===== src/rtl/bcd_countdown_timer.sv =====
module bcd_countdown_timer #(
  parameter int TICK_DIV = 1000
) (
  input  logic       clk,
  input  logic       rst,
  input  logic       start_stop_i,
  input  logic       set_hi_i,
  input  logic       set_lo_i,
  output logic [3:0] digit_hi_o,
  output logic [3:0] digit_lo_o,
  output logic       alarm_o
);
  localparam int PW = $clog2(TICK_DIV + 1);
  localparam logic [PW-1:0] PRE_LAST = PW'(TICK_DIV - 1);

  typedef enum logic [2:0] {S_IDLE, S_SETHI, S_SETLO, S_RUN, S_STOP} state_t;

  state_t        state;
  logic [2:0]    btn_q;
  logic [PW-1:0] pre;
  logic [3:0]    hi, lo;
  logic          alarm, counted;

  wire ss_p = start_stop_i & ~btn_q[0];
  wire sh_p = set_hi_i     & ~btn_q[1];
  wire sl_p = set_lo_i     & ~btn_q[2];

  wire hi_z = (hi == 4'd0);
  wire hi_n = (hi == 4'd9);
  wire lo_z = (lo == 4'd0);
  wire lo_n = (lo == 4'd9);
  wire both_z = hi_z & lo_z;

  wire tick     = (state == S_RUN) && (pre == PRE_LAST);
  wire count_en = tick & ~both_z & ~ss_p;
  wire up_hi    = (state == S_SETHI) & sh_p;
  wire up_lo    = (state == S_SETLO) & sl_p;
  wire dn_lo    = count_en;
  wire dn_hi    = count_en & lo_z;

  function automatic logic [3:0] bcd_step(input logic [3:0] v, input logic up,
                                           input logic dn, input logic z, input logic n);
    logic [4:0] c, b;
    logic [3:0] inc, dec;
    c[0] = 1'b1;
    b[0] = 1'b1;
    for (int i = 0; i < 4; i++) begin
      inc[i]   = v[i] ^ c[i];
      c[i+1]   = c[i] & v[i];
      dec[i]   = v[i] ^ b[i];
      b[i+1]   = b[i] & ~v[i];
    end
    if (up && !dn)      return n ? 4'd0 : inc;
    else if (dn && !up) return z ? 4'd9 : dec;
    else                return v;
  endfunction

  always_ff @(posedge clk) begin
    if (rst) btn_q <= '0;
    else     btn_q <= {set_lo_i, set_hi_i, start_stop_i};
  end

  always_ff @(posedge clk) begin
    if (rst || state != S_RUN || pre == PRE_LAST) pre <= '0;
    else                                        pre <= pre + 1'b1;
  end

  always_ff @(posedge clk) begin
    if (rst) begin
      hi <= 4'd0;
      lo <= 4'd0;
    end else begin
      hi <= bcd_step(hi, up_hi, dn_hi, hi_z, hi_n);
      lo <= bcd_step(lo, up_lo, dn_lo, lo_z, lo_n);
    end
  end

  always_ff @(posedge clk) begin
    if (rst) begin
      state   <= S_IDLE;
      alarm   <= 1'b0;
      counted <= 1'b0;
    end else begin
      case (state)
        S_IDLE:  if (ss_p) state <= S_SETHI;
        S_SETHI: if (ss_p) state <= S_SETLO;
        S_SETLO: if (ss_p) begin
          state   <= S_RUN;
          counted <= 1'b0;
        end
        S_RUN: begin
          if (count_en) counted <= 1'b1;
          if (both_z) begin
            state <= S_STOP;
            alarm <= counted;
          end else if (ss_p) begin
            state <= S_STOP;
          end
        end
        S_STOP: if (ss_p) begin
          if (alarm) begin
            state <= S_IDLE;
            alarm <= 1'b0;
          end else begin
            state <= S_RUN;
          end
        end
        default: state <= S_IDLE;
      endcase
    end
  end

  assign digit_hi_o = hi;
  assign digit_lo_o = lo;
  assign alarm_o    = alarm;


  digits_bcd_chk: assert property (@(posedge clk) disable iff (rst)
    (hi <= 4'd9) && (lo <= 4'd9));


  alarm_only_stop_chk: assert property (@(posedge clk) disable iff (rst)
    alarm |-> (state == S_STOP));


  alarm_from_run_chk: assert property (@(posedge clk) disable iff (rst)
    $rose(alarm) |-> ($past(state) == S_RUN));


  run_zero_stops_chk: assert property (@(posedge clk) disable iff (rst)
    ((state == S_RUN) && both_z) |=> (state == S_STOP));


  hold_digits_chk: assert property (@(posedge clk) disable iff (rst)
    ((state == S_IDLE) || (state == S_STOP)) |=> $stable({hi, lo}));


  borrow_wrap_chk: assert property (@(posedge clk) disable iff (rst)
    (count_en && lo_z) |=> (lo == 4'd9) && (hi == $past(hi) - 4'd1));
endmodule


===== config.mk =====
export PLATFORM = sky130hd
export DESIGN_NAME = bcd_countdown_timer
export DESIGN_NICKNAME = d
export VERILOG_FILES = /design/src/rtl/bcd_countdown_timer.sv
export SDC_FILE = /design/constraint.sdc
export NUM_CORES = 1
export LEC_CHECK = 0
export BUFFER_PORTS_ARGS = -buffer_cell sky130_fd_sc_hd__buf_2
export CAP_MARGIN = 20
export CORE_AREA = 2 2 57 59
export DETAILED_ROUTE_END_ITERATION = 16
export DIE_AREA = 0 0 59 61
export HOLD_SLACK_MARGIN = 0.02
export MAX_ROUTING_LAYER = met4
export PLACE_DENSITY = 0.69
export SYNTH_ARGS = -nofsm -noshare
export SYNTH_HDL_FRONTEND = slang
export SYNTH_SLANG_ARGS = --single-unit

===== constraint.sdc =====
create_clock -name clk -period 2.2 [get_ports clk]
set_input_delay 0.22 -clock clk [delete_from_list [all_inputs] [get_ports clk]]
set_output_delay 0.22 -clock clk [all_outputs]
set_load 0.005 [all_outputs]

; ---- Yosys cells after proc, flatten, opt, wreduce, memory -nomap -nowiden
; Cells that the tools add are included.
[op_classes]
eq_ne = 15
muxes = 21
n_reduce_logical = 21
n_addsub = 1
n_bitwise = 40
[ops]
columns = op, n
row1 = $mux W4, 8
row2 = $mux W3, 6
row3 = $and A1 B1 Y1, 17
row4 = $pmux W3 S5, 1
row5 = $ne A2 B2 Y1 const B, 6
row6 = $xor A1 B1 Y1, 12
row7 = $not A1 Y1, 11
row8 = $add A10 B1 Y10 const B, 1
row9 = $eq A10 B10 Y1 const B, 1
row10 = $eq A4 B4 Y1 const B, 2
row11 = $logic_not A4 Y1, 2
row12 = $reduce_bool A2 Y1, 4
row13 = $eq A3 B2 Y1 const B, 2
row14 = $reduce_and A3 Y1, 2
row15 = $logic_and A1 B1 Y1, 5
row16 = $reduce_and A5 Y1, 1
row17 = $logic_not A1 Y1, 4
row18 = $pmux W1 S2, 2
row19 = $eq A3 B1 Y1 const B, 1
row20 = $eq A3 B3 Y1 const B, 1
row21 = $logic_not A3 Y1, 1
row22 = $mux W1, 3
row23 = $ne A3 B2 Y1 const B, 1
row24 = $ne A3 B3 Y1 const B, 1
row25 = other kinds (2), 3
[word_totals]
inputBits = 5
reg_bits = 26
wordCells = 105
output_inout_bits = 9

; ---- Longest topological paths before layout
; Gate-level depths: netlist of run 1.
[logic_depth]
depth_word = 9
ltp_mapped = 10
depth_no_buf = 9

; ---- Worst setup path after synthesis of run 1
; OpenSTA, ideal clock, no wires.
[synth_timing]
kind = reg-to-reg
start = register lo[0], in the netlist digit_lo_o[0]
end = register lo[1], in the netlist digit_lo_o[1]
t_required_ps = 2109
setup_time_ps = 91
setup_slack_ps = 152
period_less_slack_ps = 2048
path_buffers = 2
stages_incl_launch_ff = 11
arrival_time_ps = 1957
path_cell_list = dfxtp_1 > buf_6 > nor4_4 > a211oi_1 > nand2_1 > ha_1 > clkbuf_1 > nand2_1 > o22ai_1 > a21oi_1 > a311oi_1
[synth_between]
elab_chain_cells = 8
[synth_rtl]
columns = item, line_no
row1 = "start, declared", 21  ; logic [3:0] hi, lo;
row2 = "start signal, assigned", 74  ; lo <= bcd_step(lo, up_lo, dn_lo, lo_z, lo_n);
row3 = $logic_not A4 Y1, 30  ; wire lo_z = (lo == 4'd0);
row4 = $and A1 B1 Y1, 32  ; wire both_z = hi_z & lo_z;
row5 = $not A1 Y1, 35  ; wire count_en = tick & ~both_z & ~ss_p;
row6 = $and A1 B1 Y1 (2 in series), 35
row7 = $logic_not A1 Y1, 53  ; if (up && !dn) return n ? 4'd0 : inc;
row8 = $logic_and A1 B1 Y1, 53
row9 = $mux W4 or $reduce_bool A2 Y1 (tied branches), -
; Parallel ways exist; a longest one is shown, timed or not. The select of a mux whose other input is x is not followed.
; A chain may end at the register's enable or synchronous reset.

; ---- Final worst setup path of run 1
[layout_timing]
start = register pre[0]
end = register hi[3], in the netlist digit_hi_o[3]
[layout_between]
elab_chain_cells = 8
[layout_rtl]
columns = item, line_no
row1 = "start, declared", 20  ; logic [PW-1:0] pre;
row2 = "start signal, assigned", 65  ; else pre <= pre + 1'b1;
row3 = $eq A10 B10 Y1 *, 34  ; wire tick = (state == S_RUN) && (pre == PRE_LAST);
row4 = $logic_and A1 B1 Y1 *, 34
row5 = $and A1 B1 Y1 * (2 in series), 35
row6 = $and A1 B1 Y1 *, 39  ; wire dn_hi = count_en & lo_z;
row7 = $logic_not A1 Y1, 53
row8 = $logic_and A1 B1 Y1, 53
row9 = $mux W4 or $reduce_bool A2 Y1 (tied branches), -
row10 = "end signal, assigned", 73  ; hi <= bcd_step(hi, up_hi, dn_hi, hi_z, hi_n);
row11 = "end, declared", 21
; Every way passes the cells marked *; elsewhere a longest branch is shown, timed or not.

==> results of run 1 <==
-- routing by layer --
| layer | vias up | GRT usage | part of all wire |
|---|---|---|---|
| li1 | 610 | - | - |
| met1 | 532 | 0.215 | 0.50 |
| met2 | 15 | 0.262 | 0.46 |
| met3 | 4 | 0.0448 | 0.032 |
| met4 | 0 | 0.0487 | 0.0084 |
| met5 | - | - | 0 |
-- where the power goes --
group / total [W] / switching [W] / leakage, nW / internal [W]
registers: 0.000504 / 0.0000202 / 0.211 / 0.000484
clock network: 0.000325 / 0.000141 / 0.0279 / 0.000184
logic: 0.000126 / 0.0000649 / 0.326 / 0.0000611
total: 0.000955 / 0.000226 / 0.565 / 0.000729
-- worst max-delay path by stage --
stage / start / to / slack (ps) / depth (start not counted)
4_1_cts: pre[0] / digit_hi_o[3] / 80 / 9
3_5_place_dp: pre[0] / digit_hi_o[3] / 100 / 9
2_1_floorplan: digit_lo_o[0] / digit_lo_o[1] / 150 / 10
3_3_place_gp: pre[0] / digit_hi_o[3] / 230 / 9
5_1_grt: pre[0] / digit_hi_o[3] / 0.2 / 9
6_report: pre[0] / digit_hi_o[3] / 190 / 9
-- state kept, by name, indices dropped and copies added (netlist names) --
signal and cells:
pre 10, digit_hi_o 4, digit_lo_o 4, btn_q 3, state 3, alarm_o 1, counted 1
-- through the flow --
stage / hold WS, ps / area [um2] / setup WS, ps / total power, W / std cells
detailed placement: 448 / 1500 / 95.8 / 0.000640 / 207
CTS: 103 / 1560 / 76.6 / 0.000964 / 211
finish: 111 / 1560 / 188 / 0.000955 / 211
floorplan: 348 / 1410 / 152 / 0.000605 / 165
global placement: 432 / 1500 / 225 / 0.000637 / 207
global route: 109 / 1560 / 0.175 / 0.000997 / 211
-- area by class of cell --
type	instances	area share
Multi-Input combinational cell	125	0.532
Tap cell	33	0.0264
Inverter	6	0.0144
Sequential cell	26	0.333
Clock inverter	1	0.0192
Clock buffer	3	0.0144
Timing Repair Buffer	17	0.0608
-- layout by cell type, fill, tap and decap left out, types with 3 or more instances in the layout --
| cell type | n |
|---|---|
| ha_1 | 6 |
| nand2_1 | 10 |
| nand3_1 | 5 |
| xnor2_1 | 8 |
| nor2_1 | 25 |
| buf_4 | 4 |
| nor3b_1 | 3 |
| dfxtp_1 | 26 |
| nor3_1 | 5 |
| buf_2 | 13 |
| nor2b_1 | 7 |
| inv_1 | 6 |
| a21oi_1 | 8 |
| o21bai_1 | 3 |
| clkbuf_4 | 3 |
| xor2_1 | 4 |
| a211oi_1 | 4 |
| nand2b_1 | 6 |
| a311oi_1 | 6 |
-- critical path, cell delays in order, from the launching register on --
cell	delay [ps]
dfxtp_1	380
ha_1	240
nand4_1	150
nor3_2	240
nand3_1	120
ha_1	290
nor2_1	180
nand2b_1	70
a31oi_1	170
a311oi_1	70
-- cells in the mapped netlist, types with 2 or more instances --
master    instances
xor2_1            4
or3_1             2
a311oi_1          6
dfxtp_1          26
buf_6             2
nor4_4            2
a21oi_1           8
inv_1             6
o21bai_1          3
a31oi_1           2
clkbuf_1          5
a211oi_1          4
nor2_1           25
nand4_1           2
nand2b_1          6
nand4b_1          2
xnor2_1           8
ha_1              7
o22ai_1           2
nand3_1           5
and2_1            2
nor3_1            6
nand2_1          10
nor2b_1           7
nor3b_1           3
-- logic make-up after synthesis --
kind of cell    synth area share
xor+xnor                  0.0743
simple gates               0.297
fa+ha+maj                 0.0619
flops                      0.368
buf+inv                   0.0487
compound gates             0.150
-- repair_timing --
item,CTS,global route
setup endpoints to repair,0,6
hold buffers,0,0
resized for setup,0,2
hold endpoints to repair,0,0
==> results_dict.tcl, run 1 <==
set metrics [dict create \
    tns_ps 0 \
    drt_wl_total_mm 2.62 \
    port_buffers 13 \
    syn-cell-area_um2 1410 \
    die_height_um 61 \
    static-leakage-power_nw 0.565 \
    synth_seq_cells 26 \
    synthFlopType "dfxtp_1" \
    grt_start_max_net_pins 19 \
    via_count 1161 \
    synth_fp_nets 177 \
    finalWeightedCongestion 0.859 \
    multi_input_area_um2 832 \
    antenna_found_initial 0 \
    rsz0062_at_grt "no" \
    hold_path.class "primary input to register" \
    start_util 0.479 \
    p_per_area_nw_per_um2 611 \
    synthArstFlopShare 0 \
    post-route-util 0.530 \
    drt_iter0_markers 51 \
    clockBufferDepth 2 \
    clk_pin_slew_ps 140 \
    r2r-end "digit_hi_o[3]" \
    finalMaxSlewViolations 0 \
    ff2ff_path_depth 9 \
    n_antenna_cell 0 \
    post_cts_buffers 0 \
    viasPerCell 5.50 \
    cts_tree "done" \
    yosys_warnings 0 \
    grt_pass1_wl_mm 4.44 \
    final_hold_viol_count 0 \
    drive_gt1_frac 0.146 \
    synthCells 165 \
    tightest_slew_ps 361 \
    ant_nets 0 \
    regArea_um2 520 \
    outcome "finished clean" \
    core-area_um2 2950 \
    r2r_slack_ps 190 \
    crit_path_start_kind "register" \
    area.growth.synth_to_final_pct 10.6 \
    holdPathEnd "btn_q[1]" \
    yosysTopAreaCell "dfxtp_1" \
    crit_path_max_fanout 8 \
    fp-row-count 20 \
    worstSetupPathType "register to register" \
    layout_min_cycle_time_ps 2010 \
    syn_area_per_cell_um2 8.57 \
    irDropWorstVdd_v 0.000482 \
    cts_sinks 26 \
    seq_area_frac_synth 0.368 \
    wl_per_cell_um 12.4 \
    worstHoldStart "set_hi_i" \
    synth_edf_count 0 \
    die_area_um2 3600 \
    maxSlewHeadroom 0.759 \
    final_net_count 191 \
    fp.dieW_um 59 \
    remaining_drc_errors 0 \
    r2r_start "pre[0]" \
    endpoint_kind "register" \
    io_pins 14 \
    drt_first_pass_iters 4 \
    cts_root_buffer "clkbuf_4" \
    synth_area_leaders "dfxtp_1 (37%), nor2_1 (6.6%), ha_1 (6.2%), xnor2_1 (5.0%), a311oi_1 (3.7%)" \
    track_usage 0.168 \
    dpl.hpwl_mm 1.93 \
    yosysTopAreaCellShare 0.368 \
    crit_required_ps 2410 \
    clock_latency_ps 320 \
    cp.arrival_ps 2220 \
    grt_pass1_vias 1023 \
    setup_violations 0 \
    holdPathStages 2 \
    fmax_mhz 497 \
    cts_htree_levels 1 \
    maxCapViolations 0 \
    ys_types 35 \
    numCtsBuffers 3 \
    fin_skew_ps 1.61 \
    fin_crit_sh 0.914 \
    overflow 0 \
    fillCellCount 289 \
]
(Power assumes the default switching activity.)
==> run 2: changes to the inputs <==
Settings changed: CTS_BUF_LIST set to sky130_fd_sc_hd__clkbuf_8.
Clock period 2.2 ns to 1.6 ns, I/O delays scaled along.
==> run 2 against run 1 <==
Effect of this change:
- the run now ends with setup timing left
- core utilization rose by 13 points
- combinational power rose by 110%
- worst setup slack got worse by 420 ps
- clock power rose by 29%
- critical path depth fell by 1
- register-to-register slack got worse by 420 ps
- clock-buffer cell count rose by 1
- sequential share of layout area fell by 5.5 points
- clock skew rose by 3.6 ps
- largest cell class unchanged
- highest routed layer unchanged
==> results_dict.tcl, run 2 (synthesized netlist as in run 1, its figures left out) <==
set metrics [dict create \
    outcome "complete, but fails checks" \
    violations "setup timing" \
    track_usage 0.223 \
    hold_path.class "primary input to register" \
    drt_first_pass_iters 4 \
    port_buffers 13 \
    endpoint_kind "register" \
    final_cell_area_um2 1940 \
    grt_start_max_net_pins 19 \
    clock_latency_ps 270 \
    crit_required_ps 1780 \
    finalWorstSetupSlack_ps -230 \
    post-route-util 0.658 \
    worstSetupPathType "register to register" \
    die_area_um2 3600 \
    start_util 0.479 \
    core-area_um2 2950 \
    largest_register_ffs 10 \
    maxCapViolations 0 \
    io_pins 14 \
    die_height_um 61 \
    crit_path_start_kind "register" \
    crit_path_max_fanout 7 \
    clk_pin_slew_ps 90 \
    finalWeightedCongestion 0.890 \
    fp.dieW_um 59 \
    area.growth.synth_to_final_pct 37.3 \
    final_hold_viol_count 0 \
    n_antenna_cell 0 \
    ant_nets 0 \
    cts_tree "done" \
    fin_crit_sh 1.14 \
    setup_violations 8 \
    maxSlewHeadroom 0.778 \
    final_net_count 223 \
    place_area_um2 1730 \
    cp.arrival_ps 2010 \
    numCtsBuffers 3 \
    antenna_found_initial 0 \
    regMostFlops "pre" \
    drt_wl_total_mm 3.56 \
    via_count 1280 \
    fp-row-count 20 \
    viasPerCell 5.27 \
    clockBufferDepth 2 \
    grt_pass1_wl_mm 5.82 \
    grt_pass1_vias 1312 \
    cts_sinks 26 \
    overflow 0 \
    wl_per_cell_um 14.6 \
    drt_iter0_markers 36 \
    rsz0062_at_grt "yes" \
    irDropWorstVdd_v 0.000683 \
    final_cell_mix "buf_4 (34), nor2_1 (23), dfxtp_1 (17)" \
    fmax_mhz 546 \
    fin_skew_ps 5.20 \
    finalMaxSlewViolations 0 \
    tightest_slew_ps 333 \
    cts_htree_levels 1 \
    p_per_area_nw_per_um2 704 \
    p_total_w 0.00137 \
    final_common_cell "buf_4" \
    layout_min_cycle_time_ps 1830 \
    fillCellCount 248 \
    drive_gt1_frac 0.386 \
    remaining_drc_errors 0 \
    static-leakage-power_nw 0.750 \
    cts_root_buffer "clkbuf_8" \
    dpl.hpwl_mm 2.47 \
]
run 2: changes by cell type in the layout (fill, tap and decap cells not counted), sizes merged:
cell,before,now
bufinv,1,0
buf,17,49
clkbuf,3,4
run 2: worst max-delay path, stage by stage, from the launching register on:
cell and delay (ps):
dfxtp_2 340, nor4_4 330, a211oi_2 140, nand3_1 150, ha_4 210, nand2_1 110
o22ai_2 180, a21oi_1 90, a311oi_1 200
run 2: area by class of cell:
cell class,instances,area (um2),area share
multi-input combinational,125,938,0.483
sequential,26,539,0.278
timing repair buffer,49,343,0.177
clock buffer,4,55.1,0.0284
tap,33,41.3,0.0213
inverter,6,25.0,0.0129
run 2: routing by layer:
layer | wire, um | track usage | vias up
li1 | - | - | 673
met1 | 1570 | 0.246 | 594
met2 | 1890 | 0.403 | 11
met3 | 70 | 0.0533 | 2
met4 | 23 | 0.0552 | 0
met5 | 0 | - | -
run 2: worst paths after layout:
check | from | endpoint | slack, ps | depth (start not counted)
worst max register to register | digit_lo_o[2] | digit_hi_o[1] | -230 | 8
worst min-delay path | set_lo_i | btn_q[2] | 130 | 2
worst max-delay path | digit_lo_o[2] | digit_hi_o[1] | -230 | 8
worst min register to register | counted | counted | 460 | 2
run 2: through the flow:
step                      std cells  setup WS [ps]  setup TNS, ps  hold WS [ps]
after floorplan                 165           -220          -1040           288
after global routing            243           -317          -2000           114
final                           243           -230          -1200           132
after global placement          234           -178          -1060           385
after detailed placement        234           -273          -1590           402
after CTS                       240           -253          -1610           116
run 2: where the power goes:
| part | switching [W] | total (W) | internal, W |
|---|---|---|---|
| Clock | 0.000198 | 0.000418 | 0.000220 |
| Combinational | 0.000134 | 0.000266 | 0.000132 |
| Sequential | 0.0000191 | 0.000684 | 0.000664 |
run 2: repair_timing:
item | 4_1_cts | 5_1_grt
gates resized for setup | 19 | 10
setup endpoints to repair | 8 | 11
buffers inserted | 2 | 3
cloned | 0 | 0
pin swaps | 12 | 8
hold buffers | 0 | 0
==> run 3: changes to the inputs <==
--- a/config.mk
+++ b/config.mk
@@ -16,2 +16,4 @@
 export PLACE_DENSITY = 0.69
+export REMOVE_ABC_BUFFERS = 1
+export SLEW_MARGIN = 20
 export SYNTH_ARGS = -nofsm -noshare
==> constraint.sdc (replaced) <==
create_clock -name clk -period 1.6 [get_ports clk]
set_input_delay 0.08 -clock clk [delete_from_list [all_inputs] [get_ports clk]]
set_output_delay 0.08 -clock clk [all_outputs]
set_load 0.005 [all_outputs]
==> run 3 against run 2 <==
Effect of this change:
- the run still ends with setup timing left
- clock power up 32%
- first-iteration DRC count down 5.6%
- clock skew up 4.5 ps
- critical path depth up 2
- non-clock buffer count up 12
- maximum frequency down 8.0%
- power up 13%
- global-route usage up 0.56 points
- sequential share of layout area down 3.0 points
- largest power group unchanged
- highest routed layer unchanged
==> results_dict.tcl, run 3 (synthesized netlist as in run 1, its figures left out) <==
set metrics [dict create \
    maxSlewHeadroom 0.775 \
    cts_htree_levels 1 \
    crit_required_ps 1780 \
    overflow 0 \
    r2r_start "pre[0]" \
    antenna_found_initial 0 \
    irDropWorstVdd_v 0.000532 \
    fp-row-count 20 \
    clock_latency_ps 280 \
    worstSetupPathType "register to register" \
    ff2ff_path_depth 10 \
    drt_iter0_markers 34 \
    clk_pin_slew_ps 100 \
    drt_wl_total_mm 4.09 \
    die_area_um2 3600 \
    crit_path_max_fanout 6 \
    track_usage 0.229 \
    cp.arrival_ps 2170 \
    crit_path_start_kind "register" \
    ctsHoldBuffers 0 \
    post-route-util 0.725 \
    fin_skew_ps 9.74 \
    final_cell_area_um2 2140 \
    holdPathStages 2 \
    fp.dieW_um 59 \
    routed-wl-met3_um 98 \
    finalWorstSetupSlack_ps -390 \
    top_layer_used "met4" \
    grt_start_max_net_pins 18 \
    layout_min_cycle_time_ps 1990 \
    outcome "complete, but fails checks" \
    rsz0062_at_grt "yes" \
    die_height_um 61 \
    n_antenna_cell 0 \
    remaining_drc_errors 0 \
    layoutNonFillerInstCount 255 \
    cts_root_buffer "clkbuf_8" \
    p_per_area_nw_per_um2 720 \
    finalMaxSlewViolations 0 \
    largest_register_ffs 10 \
    cts_tree "done" \
    grt_pass1_wl_mm 5.95 \
    worstHoldStart "set_hi_i" \
    fmax_mhz 502 \
    viasPerCell 5.74 \
    setup_violations 9 \
    finalWeightedCongestion 0.847 \
    area.growth.synth_to_final_pct 51.4 \
    maxCapViolations 0 \
    grt_pass1_vias 1321 \
    clockBufferDepth 2 \
    dp_cells 239 \
    pre_cts_slack_ps -469 \
    cts_sinks 26 \
    numCtsBuffers 3 \
    via_count 1464 \
    port_buffers 13 \
    final_net_count 235 \
    dpl.hpwl_mm 2.50 \
    hold_path.class "primary input to register" \
    ant_nets 0 \
    tightest_slew_ps 336 \
    violations "setup timing" \
    start_util 0.479 \
    endpoint_kind "register" \
    io_pins 14 \
    wl_per_cell_um 16.1 \
    drive_gt1_frac 0.450 \
    core-area_um2 2950 \
    final_hold_viol_count 0 \
    place_area_um2 1740 \
    drt_first_pass_iters 4 \
    static-leakage-power_nw 0.836 \
    dr_wl_met2_mm 2.27 \
    whs_ps 24.1 \
    fin_crit_sh 1.24 \
    crit_path_start "pre[0]" \
    regMostFlops "pre" \
    final_cell_mix "buf_4 (37), nor2_1 (22), dfxtp_1 (21)" \
    m1WireLength_mm 1.62 \
    final_common_cell "buf_4" \
]
==> run 3: cell types whose count changed in the layout (fill, tap and decap cells not counted), sizes merged <==
cell,delta
buf,+12
bufinv,+1
clkbuf,-1
==> run 3: path summary, 6_finish.rpt <==
kind | to | slack, ps
max | digit_hi_o[2] | -390
min | btn_q[1] | 20
max reg2reg | digit_hi_o[2] | -390
min reg2reg | counted | 500
==> run 3: repair_timing <==
item / 4_1_cts / 5_1_grt
resized for setup: 23 / 31
setup endpoints to repair: 8 / 19
buffers inserted: 9 / 9
pin swaps: 15 / 23
==> run 3: report_power, final <==
part | total, W | leakage [nW] | internal [W] | switching, W
clock | 0.000551 | 0.0357 | 0.000335 | 0.000216
combinational | 0.000312 | 0.587 | 0.000154 | 0.000158
sequential | 0.000679 | 0.214 | 0.000664 | 0.0000152
==> run 3: area by class of cell <==
class	instances	area, um2
Multi-Input combinational cell	125	1010
Tap cell	33	41.3
Clock buffer	3	41.3
Timing Repair Buffer	61	467
Clock inverter	1	30.0
Inverter	6	22.5
Sequential cell	26	529
Fill cell	210	812
==> run 3: per-stage QoR <==
stage / setup TNS, ps / power [W]
after CTS: -2050 / 0.00149
final: -2080 / 0.00154
after global placement: -2150 / 0.000918
after floorplan: -1740 / 0.000819
after global routing: -2600 / 0.00160
after detailed placement: -3190 / 0.000925
==> run 3: per-layer routing <==
metal	vias up	global-route usage
li1	697	-
met1	726	0.255
met2	30	0.405
met3	11	0.0299
met4	0	0.107
met5	-	-
==> run 3: worst max-delay path: stages (launching register included) <==
cell,delay (ps)
dfxtp_2,340
ha_2,170
nand4_1,150
nor3_4,250
buf_6,150
nand3_4,60
ha_4,200
buf_6,120
nor3_4,110
a311oi_2,60
a211oi_1,270
